--- config.mk ---
export PLATFORM = sky130hd
export DESIGN_NAME = sport_multimode
export DESIGN_NICKNAME = d
export VERILOG_FILES = /design/src/rtl/sport_multimode.sv
export SDC_FILE = /design/constraint.sdc
export NUM_CORES = 1
export LEC_CHECK = 0
export ABC_AREA = 1
export CAP_MARGIN = 10
export CORE_MARGIN = 4
export CORE_UTILIZATION = 55
export CTS_BUF_LIST = sky130_fd_sc_hd__clkbuf_4 sky130_fd_sc_hd__clkbuf_8
export DETAILED_ROUTE_END_ITERATION = 8
export PLACE_DENSITY = 0.75
export SLEW_MARGIN = 15
export SYNTH_ARGS = -nofsm -noshare
export SYNTH_HDL_FRONTEND = slang
export SYNTH_SLANG_ARGS = --single-unit
--- constraint.sdc ---
create_clock -name clk -period 1.7 [get_ports clk]
set_clock_uncertainty 0.1 [all_clocks]
set_input_delay 0.255 -clock clk [delete_from_list [all_inputs] [get_ports clk]]
set_output_delay 0.255 -clock clk [all_outputs]
set_load 0.01 [all_outputs]
--- src/rtl/sport_multimode.sv ---
module sport_multimode #(
  parameter int OVS      = 16,
  parameter int DIV_SLOW = 12,
  parameter int DIV_FAST = 4
) (
  input  logic       clk,
  input  logic       rst_n,
  input  logic       wr_en,
  input  logic       rd_en,
  input  logic       addr,
  input  logic [7:0] wdata,
  output logic [7:0] rdata,
  input  logic       fe_sel,
  input  logic       baud_tick,
  input  logic       rxd,
  output logic       txd,
  output logic       sclk,
  output logic       irq
);
  localparam int TW = $clog2(OVS);
  localparam int DW = $clog2(DIV_SLOW);
  localparam logic [TW-1:0] T_LAST = TW'(OVS - 1);
  localparam logic [TW-1:0] T_S0   = TW'(OVS/2 - 1);
  localparam logic [TW-1:0] T_S1   = TW'(OVS/2);
  localparam logic [TW-1:0] T_S2   = TW'(OVS/2 + 1);

  logic ri, ti, rb8, tb8, ren, sm2, sm1, sm0, fe;
  logic [7:0] rbuf;
  logic rx_s1, rx_s;

  wire       wr_ctl   = wr_en & ~addr;
  wire       wr_dat   = wr_en & addr;
  wire [1:0] mode     = {sm0, sm1};
  wire [1:0] nxt_mode = {fe_sel ? sm0 : wdata[7], wdata[6]};

  always_ff @(posedge clk) begin
    if (!rst_n) begin
      rx_s1 <= 1'b1;
      rx_s  <= 1'b1;
    end else begin
      rx_s1 <= rxd;
      rx_s  <= rx_s1;
    end
  end

  // mode 0 shifter
  logic          m0_busy, m0_rx;
  logic [7:0]    m0_sh;
  logic [DW-1:0] m0_cnt;
  logic [2:0]    m0_bit;
  wire  [DW-1:0] m0_last = sm2 ? DW'(DIV_FAST - 1) : DW'(DIV_SLOW - 1);
  wire  [DW-1:0] m0_half = sm2 ? DW'(DIV_FAST / 2) : DW'(DIV_SLOW / 2);
  wire           m0_end  = m0_busy && (m0_cnt == m0_last);
  wire           m0_done = m0_end && (m0_bit == 3'd7);

  always_ff @(posedge clk) begin
    if (!rst_n) begin
      m0_busy <= 1'b0;
      m0_rx   <= 1'b0;
      m0_sh   <= '0;
      m0_cnt  <= '0;
      m0_bit  <= '0;
    end else if (!m0_busy) begin
      if (wr_dat && mode == 2'b00) begin
        m0_busy <= 1'b1;
        m0_rx   <= 1'b0;
        m0_sh   <= wdata;
        m0_cnt  <= '0;
        m0_bit  <= '0;
      end else if (wr_ctl && nxt_mode == 2'b00 && wdata[4] && !wdata[0]) begin
        m0_busy <= 1'b1;
        m0_rx   <= 1'b1;
        m0_cnt  <= '0;
        m0_bit  <= '0;
      end
    end else if (m0_end) begin
      m0_cnt <= '0;
      m0_sh  <= {m0_rx ? rx_s : 1'b0, m0_sh[7:1]};
      m0_bit <= m0_bit + 3'd1;
      if (m0_bit == 3'd7) m0_busy <= 1'b0;
    end else begin
      m0_cnt <= m0_cnt + DW'(1);
    end
  end

  assign sclk = m0_busy ? (m0_cnt >= m0_half) : 1'b1;

  // asynchronous transmitter
  logic          tx_busy;
  logic [10:0]   tx_sh;
  logic [3:0]    tx_bit;
  logic [TW-1:0] tx_tck;
  wire  [3:0]    tx_stop = sm0 ? 4'd10 : 4'd9;
  wire           tx_bend = tx_busy && baud_tick && (tx_tck == T_LAST);

  always_ff @(posedge clk) begin
    if (!rst_n) begin
      tx_busy <= 1'b0;
      tx_sh   <= '1;
      tx_bit  <= '0;
      tx_tck  <= '0;
    end else if (!tx_busy) begin
      if (wr_dat && mode != 2'b00) begin
        tx_busy <= 1'b1;
        tx_sh   <= {1'b1, sm0 ? tb8 : 1'b1, wdata, 1'b0};
        tx_bit  <= '0;
        tx_tck  <= '0;
      end
    end else if (baud_tick) begin
      if (tx_tck == T_LAST) begin
        tx_tck <= '0;
        tx_sh  <= {1'b1, tx_sh[10:1]};
        tx_bit <= tx_bit + 4'd1;
        if (tx_bit == tx_stop) tx_busy <= 1'b0;
      end else begin
        tx_tck <= tx_tck + TW'(1);
      end
    end
  end

  assign txd = (m0_busy && !m0_rx) ? m0_sh[0] : (tx_busy ? tx_sh[0] : 1'b1);

  // asynchronous receiver
  logic          rx_busy;
  logic [3:0]    rx_idx;
  logic [TW-1:0] rx_tck;
  logic [1:0]    rx_v;
  logic [7:0]    rx_sh;
  wire  [3:0]    rx_stop = sm0 ? 4'd10 : 4'd9;
  wire           rx_en   = ren && mode != 2'b00;
  wire           maj     = (rx_v[0] & rx_v[1]) | (rx_v[0] & rx_s) | (rx_v[1] & rx_s);
  wire           rx_mid  = rx_busy && baud_tick && (rx_tck == T_S2);
  wire           rx_9    = rx_mid && (rx_idx == 4'd9);
  wire           accept  = rx_9 && (!sm2 || maj);
  wire           fe_set  = rx_mid && (rx_idx == rx_stop) && !maj;

  always_ff @(posedge clk) begin
    if (!rst_n) begin
      rx_busy <= 1'b0;
      rx_idx  <= '0;
      rx_tck  <= '0;
      rx_v    <= '0;
      rx_sh   <= '0;
    end else if (!rx_en) begin
      rx_busy <= 1'b0;
    end else if (!rx_busy) begin
      if (baud_tick && !rx_s) begin
        rx_busy <= 1'b1;
        rx_tck  <= '0;
        rx_idx  <= '0;
      end
    end else if (baud_tick) begin
      rx_tck <= (rx_tck == T_LAST) ? '0 : rx_tck + TW'(1);
      if (rx_tck == T_S0) rx_v[0] <= rx_s;
      if (rx_tck == T_S1) rx_v[1] <= rx_s;
      if (rx_tck == T_S2) begin
        if (rx_idx != 4'd0 && rx_idx <= 4'd8) rx_sh <= {maj, rx_sh[7:1]};
        if ((rx_idx == 4'd0 && maj) || rx_idx == rx_stop) rx_busy <= 1'b0;
        rx_idx <= rx_idx + 4'd1;
      end
    end
  end

  // control and holding registers
  wire ti_set = tx_bend && (tx_bit == tx_stop - 4'd1) || (m0_done && !m0_rx);
  wire ri_set = accept || (m0_done && m0_rx);

  always_ff @(posedge clk) begin
    if (!rst_n) begin
      {ri, ti, rb8, tb8, ren, sm2, sm1, sm0, fe} <= '0;
    end else begin
      if (wr_ctl) begin
        ri  <= wdata[0];
        ti  <= wdata[1];
        rb8 <= wdata[2];
        tb8 <= wdata[3];
        ren <= wdata[4];
        sm2 <= wdata[5];
        sm1 <= wdata[6];
        if (!fe_sel)        sm0 <= wdata[7];
        else if (!wdata[7]) fe  <= 1'b0;
      end
      if (ti_set) ti  <= 1'b1;
      if (ri_set) ri  <= 1'b1;
      if (accept) rb8 <= maj;
      if (fe_set) fe  <= 1'b1;
    end
  end

  always_ff @(posedge clk) begin
    if (!rst_n)                  rbuf <= '0;
    else if (accept)             rbuf <= rx_sh;
    else if (m0_done && m0_rx)   rbuf <= {rx_s, m0_sh[7:1]};
  end

  assign irq   = ri | ti;
  assign rdata = !rd_en ? 8'h00 :
                 addr   ? rbuf  : {fe_sel ? fe : sm0, sm1, sm2, ren, tb8, rb8, ti, ri};

  assert_ti_hold_R4: assert property (@(posedge clk) disable iff (!rst_n)
    (ti && !wr_ctl) |=> ti);
  assert_ri_hold_R4: assert property (@(posedge clk) disable iff (!rst_n)
    (ri && !wr_ctl) |=> ri);
  assert_addr_filter_R7: assert property (@(posedge clk) disable iff (!rst_n)
    (rx_9 && sm0 && sm2 && !maj && !wr_ctl) |=> (ri == $past(ri)) && (rbuf == $past(rbuf)));
  assert_mode_keep_R9: assert property (@(posedge clk) disable iff (!rst_n)
    (wr_ctl && fe_sel) |=> sm0 == $past(sm0));
  assert_start_low_R3: assert property (@(posedge clk) disable iff (!rst_n)
    $rose(tx_busy) |-> !txd);
endmodule

* Word-level counts from Yosys, hierarchy flattened *
Index checks and enable logic that the tools add are counted.

word-level totals
  flip-flop bits (word level) = 75
  input bits = 16
  output and inout port bits = 11
  logic and storage cells = 193

operators by class
  add/subtract/negate cells = 7
  order comparisons = 2
  eq/ne operators = 17
  mux-type cells = 70
  bitwise logic cells = 10
  reduce and logical (&&, ||, !) cells = 60

operators by type and width
  cell                                                    number
  two-way mux 4 bit                                       19
  two-way mux 8 bit                                       7
  two-way mux 11 bit                                      4
  two-way mux 1 bit                                       34
  logical AND 1 bit                                       23
  nonzero test 2 bit                                      11
  adder 4 x 1 -> 4 bit (second input constant)            5
  equality test 4 bit (second input constant)             5
  equality test 4 bit                                     4
  two-way mux 3 bit                                       5
  AND reduction 4 bit                                     3
  AND reduction 2 bit                                     5
  AND reduction 3 bit                                     3
  != test 2 x 1 -> 1 bit (second input constant)          4
  bitwise AND 1 bit                                       5
  logical NOT 1 bit                                       5
  AND reduction 5 bit                                     1
  equality test 4 x 3 -> 1 bit (second input constant)    1
  >= comparator 4 x 3 -> 1 bit                            1
  less-or-equal comparator 4 bit (second input constant)  1
  logical NOT 2 bit                                       2
  logical NOT 4 bit                                       1
  logical OR 1 bit                                        4
  != test 2 bit (second input constant)                   2
  8 further kinds                                         11

* Logic depth before layout (Yosys ltp) *
  depth in word-level cells = 9
  gate-level depth with buffers = 11

* Worst setup path before layout *
No wires, ideal clock.

  path type = flip-flop to flip-flop
  start point = register rx_tck[0]
  end point = register rb8
  setup time = 119 ps
  arrival time = 1322 ps
  data required time = 1481 ps
  slack = 159 ps
  stages on the path, launching flop included = 9
  cells stage by stage = dfxtp_1 > ha_1 > nand3_2 > nor2_4 > nand3_4 > buf_6 > buf_8 > o21ai_0 > a21oi_1

between the ends
  cells in the longest elaborated chain, start to end = 5
  elaborated cells on any way between the ends = 6
  classes of those cells = eq/ne (1); mux (1); reduce/logical (4)

RTL lines
  element                                                  line  RTL
  from (decl)                                              126   logic [TW-1:0] rx_tck;
  from (signal assigned)                                   153   rx_tck <= (rx_tck == T_LAST) ? '0 : rx_tck + TW'(1);
  equality test 4 bit *                                    132   wire rx_mid = rx_busy && baud_tick && (rx_tck == T_S2);
  logical AND 1 bit *                                      132
  logical AND 1 bit *                                      133   wire rx_9 = rx_mid && (rx_idx == 4'd9);
  logical AND 1 bit *                                      134   wire accept = rx_9 && (!sm2 || maj);
  two-way mux 1 bit or nonzero test 2 bit (tied branches)  --
  to (signal assigned)                                     175   rb8 <= wdata[2];
  to (signal assigned)                                     185   if (accept) rb8 <= maj;
  to (decl)                                                27    logic ri, ti, rb8, tb8, ren, sm2, sm1, sm0, fe;

Mark *: on every way between the ends. The rest lies on a longest branch, timed or not.
A chain may end at the register's enable or synchronous reset.

* Worst setup path after layout *
  start point = register m0_cnt[1]
  end point = register ti

between the ends
  cells in the longest elaborated chain, start to end = 6
  elaborated cells on any way between the ends = 7
  classes of those cells = eq/ne (1); mux (1); reduce/logical (5)

RTL lines
  element                                                  line  RTL
  from (decl)                                              49    logic [DW-1:0] m0_cnt;
  from (signal assigned)                                   82    m0_cnt <= m0_cnt + DW'(1);
  equality test 4 bit *                                    53    wire m0_end = m0_busy && (m0_cnt == m0_last);
  logical AND 1 bit *                                      53
  logical AND 1 bit *                                      54    wire m0_done = m0_end && (m0_bit == 3'd7);
  logical AND 1 bit *                                      165   wire ti_set = tx_bend && (tx_bit == tx_stop - 4'd1) || (m0_done && !m0_rx);
  logical OR 1 bit *                                       165
  two-way mux 1 bit or nonzero test 2 bit (tied branches)  --
  to (signal assigned)                                     174   ti <= wdata[1];
  to (decl)                                                27

Marked as above.

==> metrics.md <==
| Metric | Value |
|---|---|
| Starting Density | `a little under three fifths` |
| Slew Limit Fails | `0` |
| Met3 WL | `around 530 um` |
| Layout cell share with drive strength beyond 1 | `19.6%` |
| Netlist cell types | `35` |
| Hold_buf cts | `0` |
| Clock latency on the worst-skew pair | `350 ps` |
| Largest net degree at the start of global routing | `28` |
| Core Rows | `30` |
| Synth Instances | `546` |
| DIE AREA | `8360 um^2` |
| Peak supply drop | `0.519 mV` |
| GR Util All Layers | `23.5%` |
| Most common cell after layout, fill and taps aside | `nand2_1` |
| Area Overhead vs Synth | `28.6%` |
| Status | `complete, no violations` |
| Routed length on met1 | `4500 um` |
| Final setup fails | `0` |
| H-tree depth | `3` |
| Clock tree buffer depth | `2` |
| DRC viols | `0` |
| Top cell by count, worst path | `nand3_1` |
| Hold Path Class | `flip-flop to flip-flop` |
| 1st-iter DRT viols | `about 210` |
| Mapped cell area | `3830 um^2` |
| Die H | `91.4 um` |
| Worst EP arrival | `1840 ps` |
| Setup crit start kind | `flip-flop` |
| Worst-Margin Slew | `276 ps` |
| Worst endpoint required time | `roughly 1900 ps` |
| Tot Pwr | `just under 0.004 W` |
| Clock sinks | `74` |
| Top Family by Delay on Critical Path | `simple AND/OR/NAND/NOR gates` |
| Register area share after synthesis | `38.7%` |
| CTS root buf | `clkbuf_8` |
| PwrDens | `~800 nW/um^2` |
| Final Net Count | `652` |
| Final Hold Vio Count | `0` |
| WP buf/inv | `1` |
| Congestion Overflow GR | `0` |
| Total wire length | `10100 um` |
| Vias in the first global route | `3456` |
| Final ANT Viol Nets | `0` |
| First-pass GRT wire length | `around 16000 um` |
| Crit end category | `flip-flop` |
| Worst path max stage delay | `410 ps` |
| Cts bufs inserted | `9` |
| Top Ports | `27` |
| Average vias per placed instance | `5.36` |
| Ys Warns | `0` |
| Post-route cell area | `slightly below 5000 um^2` |
| First-pass DRT Iterations | `4` |
| Placement Cell Area | `4530 um^2` |
| Worst hold margin | `about 310 ps` |
| Relative slew slack | `81.6%` |
| CP Class | `flip-flop to flip-flop` |
| Fmax | `599 MHz` |
| Wire length per cell | `about 14 um` |
| Post-Syn Nets | `approximately 580` |
| Crit-path cells | `ha_1 -> nand3_1 -> nor2_1 -> nand2_1 -> inv_1 -> nand3_1 -> a21oi_1` |
| Avg Inst Size Synth | `~7.0 um^2` |
| Max Cap Viol | `0` |
| Routed via count | `3882` |
| Port bufs | `26` |
| Die span in x | `91.4 um` |
| Crit-path slowest cell | `dfxtp_1` |
| Crit-path max FO | `5` |
| Initial antenna violation count | `0` |
| Yosys reg bits | `74` |
| Detail Placement HPWL | `~7000 um` |
| Leak pwr | `2.26 nW` |
| Core box area | `6790 um^2` |
| Final min period | `1670 ps` |
| CTS tree | `built` |
| Antenna diodes | `0` |
| Routability congestion estimate | `0.850` |
| Clk slew on worst S/H paths | `80 ps` |
| Fin crit share | `98.2%` |
| Routed length on met2 | `4830 um` |
| Most frequent cells in the layout | `113 x nand2_1, 67 x dfxtp_1, 55 x inv_1, 51 x buf_4, 50 x nor2_1` |
| Top layer in use | `met4` |
area by class of cell:
| cell class | count | area [um^2] |
|---|---|---|
| fill | 545 | 1870 |
| tap | 96 | 120 |
| clock inverter | 7 | 118 |
| clock buffer | 9 | 124 |
| inverter | 66 | 250 |
| timing repair buffer | 82 | 722 |
| multi-input combinational | 390 | 2090 |
| sequential | 74 | 1500 |
path summary, 6_finish.rpt:
| check | start | to | slack, ps | depth (start not counted) |
|---|---|---|---|---|
| setup / recovery | m0_cnt[1]$_SDFFE_PN0P_ | ti$_SDFFE_PN0P_ | 30 | 7 |
| hold / removal | rx_s1$_SDFF_PN1_ | rx_s$_SDFF_PN1_ | 310 | 1 |
| setup reg to reg | m0_cnt[1]$_SDFFE_PN0P_ | ti$_SDFFE_PN0P_ | 30 | 7 |
| hold reg to reg | rx_s1$_SDFF_PN1_ | rx_s$_SDFF_PN1_ | 310 | 1 |
layer usage:
layer	global-route usage, %	vias up
met1	31.1	1779
li1	-	1966
met5	0	-
met3	3.31	15
met4	7.91	0
met2	39.0	122
repair_timing:
action,CTS,global route
setup buffers,1,1
resized for setup,34,25
cloned,1,2
pin swaps,1,3
endpoints found under the setup margin,17,45
cell families after synthesis:
logic type | synth area share (%)
simple gates | 31.2
buf+inv | 9.18
fa+ha+maj | 4.25
compound gates | 16.0
xor+xnor | 0.686
flops | 38.7
state kept, by name, summed over array words and instances (netlist names), 2 cells and up:
signal and count:
m0_bit 3, m0_cnt 4, m0_sh 8, rbuf 8
rx_idx 4, rx_sh 8, rx_tck 4, rx_v 2
tx_bit 4, tx_sh 10, tx_tck 4
where the power goes:
| part | leakage [nW] | internal (W) | switching [W] |
|---|---|---|---|
| registers | 0.604 | 0.00178 | 0.0000383 |
| logic | 1.53 | 0.000204 | 0.000260 |
| clock network | 0.123 | 0.000975 | 0.000681 |
| total | 2.26 | 0.00296 | 0.000979 |
cell usage after synthesis (all sizes together):
master,instances,area share [%]
xor2,3,0.69
a21oi,43,5.6
o32ai,1,0.23
buf,9,1.7
nand4,12,2.3
nor2,60,7.0
nand3,48,6.7
o211ai,11,2.2
dfxtp,74,39
nand2,120,12
o21ai,52,6.8
and3,2,0.33
clkbuf,9,0.98
ha,13,4.2
o21a,1,0.20
nor3,9,1.2
a211oi,5,0.98
or2,4,0.65
inv,66,6.5
nand3b,2,0.39
nor3b,2,0.39
worst reg2reg max path, delay by kind of cell, from the launching register on:
family	cells	cell delay (ps)
and+or+nand+nor	4	540
DFF	1	410
adders and majority gates	1	230
AOI/OAI and AO/OA	1	180
buffers and inverters	1	150
through the flow:
step / std cells / util [%] / worst slack, ps / setup TNS, ps
final: 724 / 72.4 / 30.6 / 0
after global routing: 724 / 72.4 / -24.4 / -26.4
after CTS: 721 / 70.5 / 4.79 / 0
after detailed placement: 703 / 66.6 / -402 / -13130
after global placement: 703 / 66.6 / -389 / -11370
after floorplan: 546 / - / 159 / 0
Power figures use the tool's default switching activity.
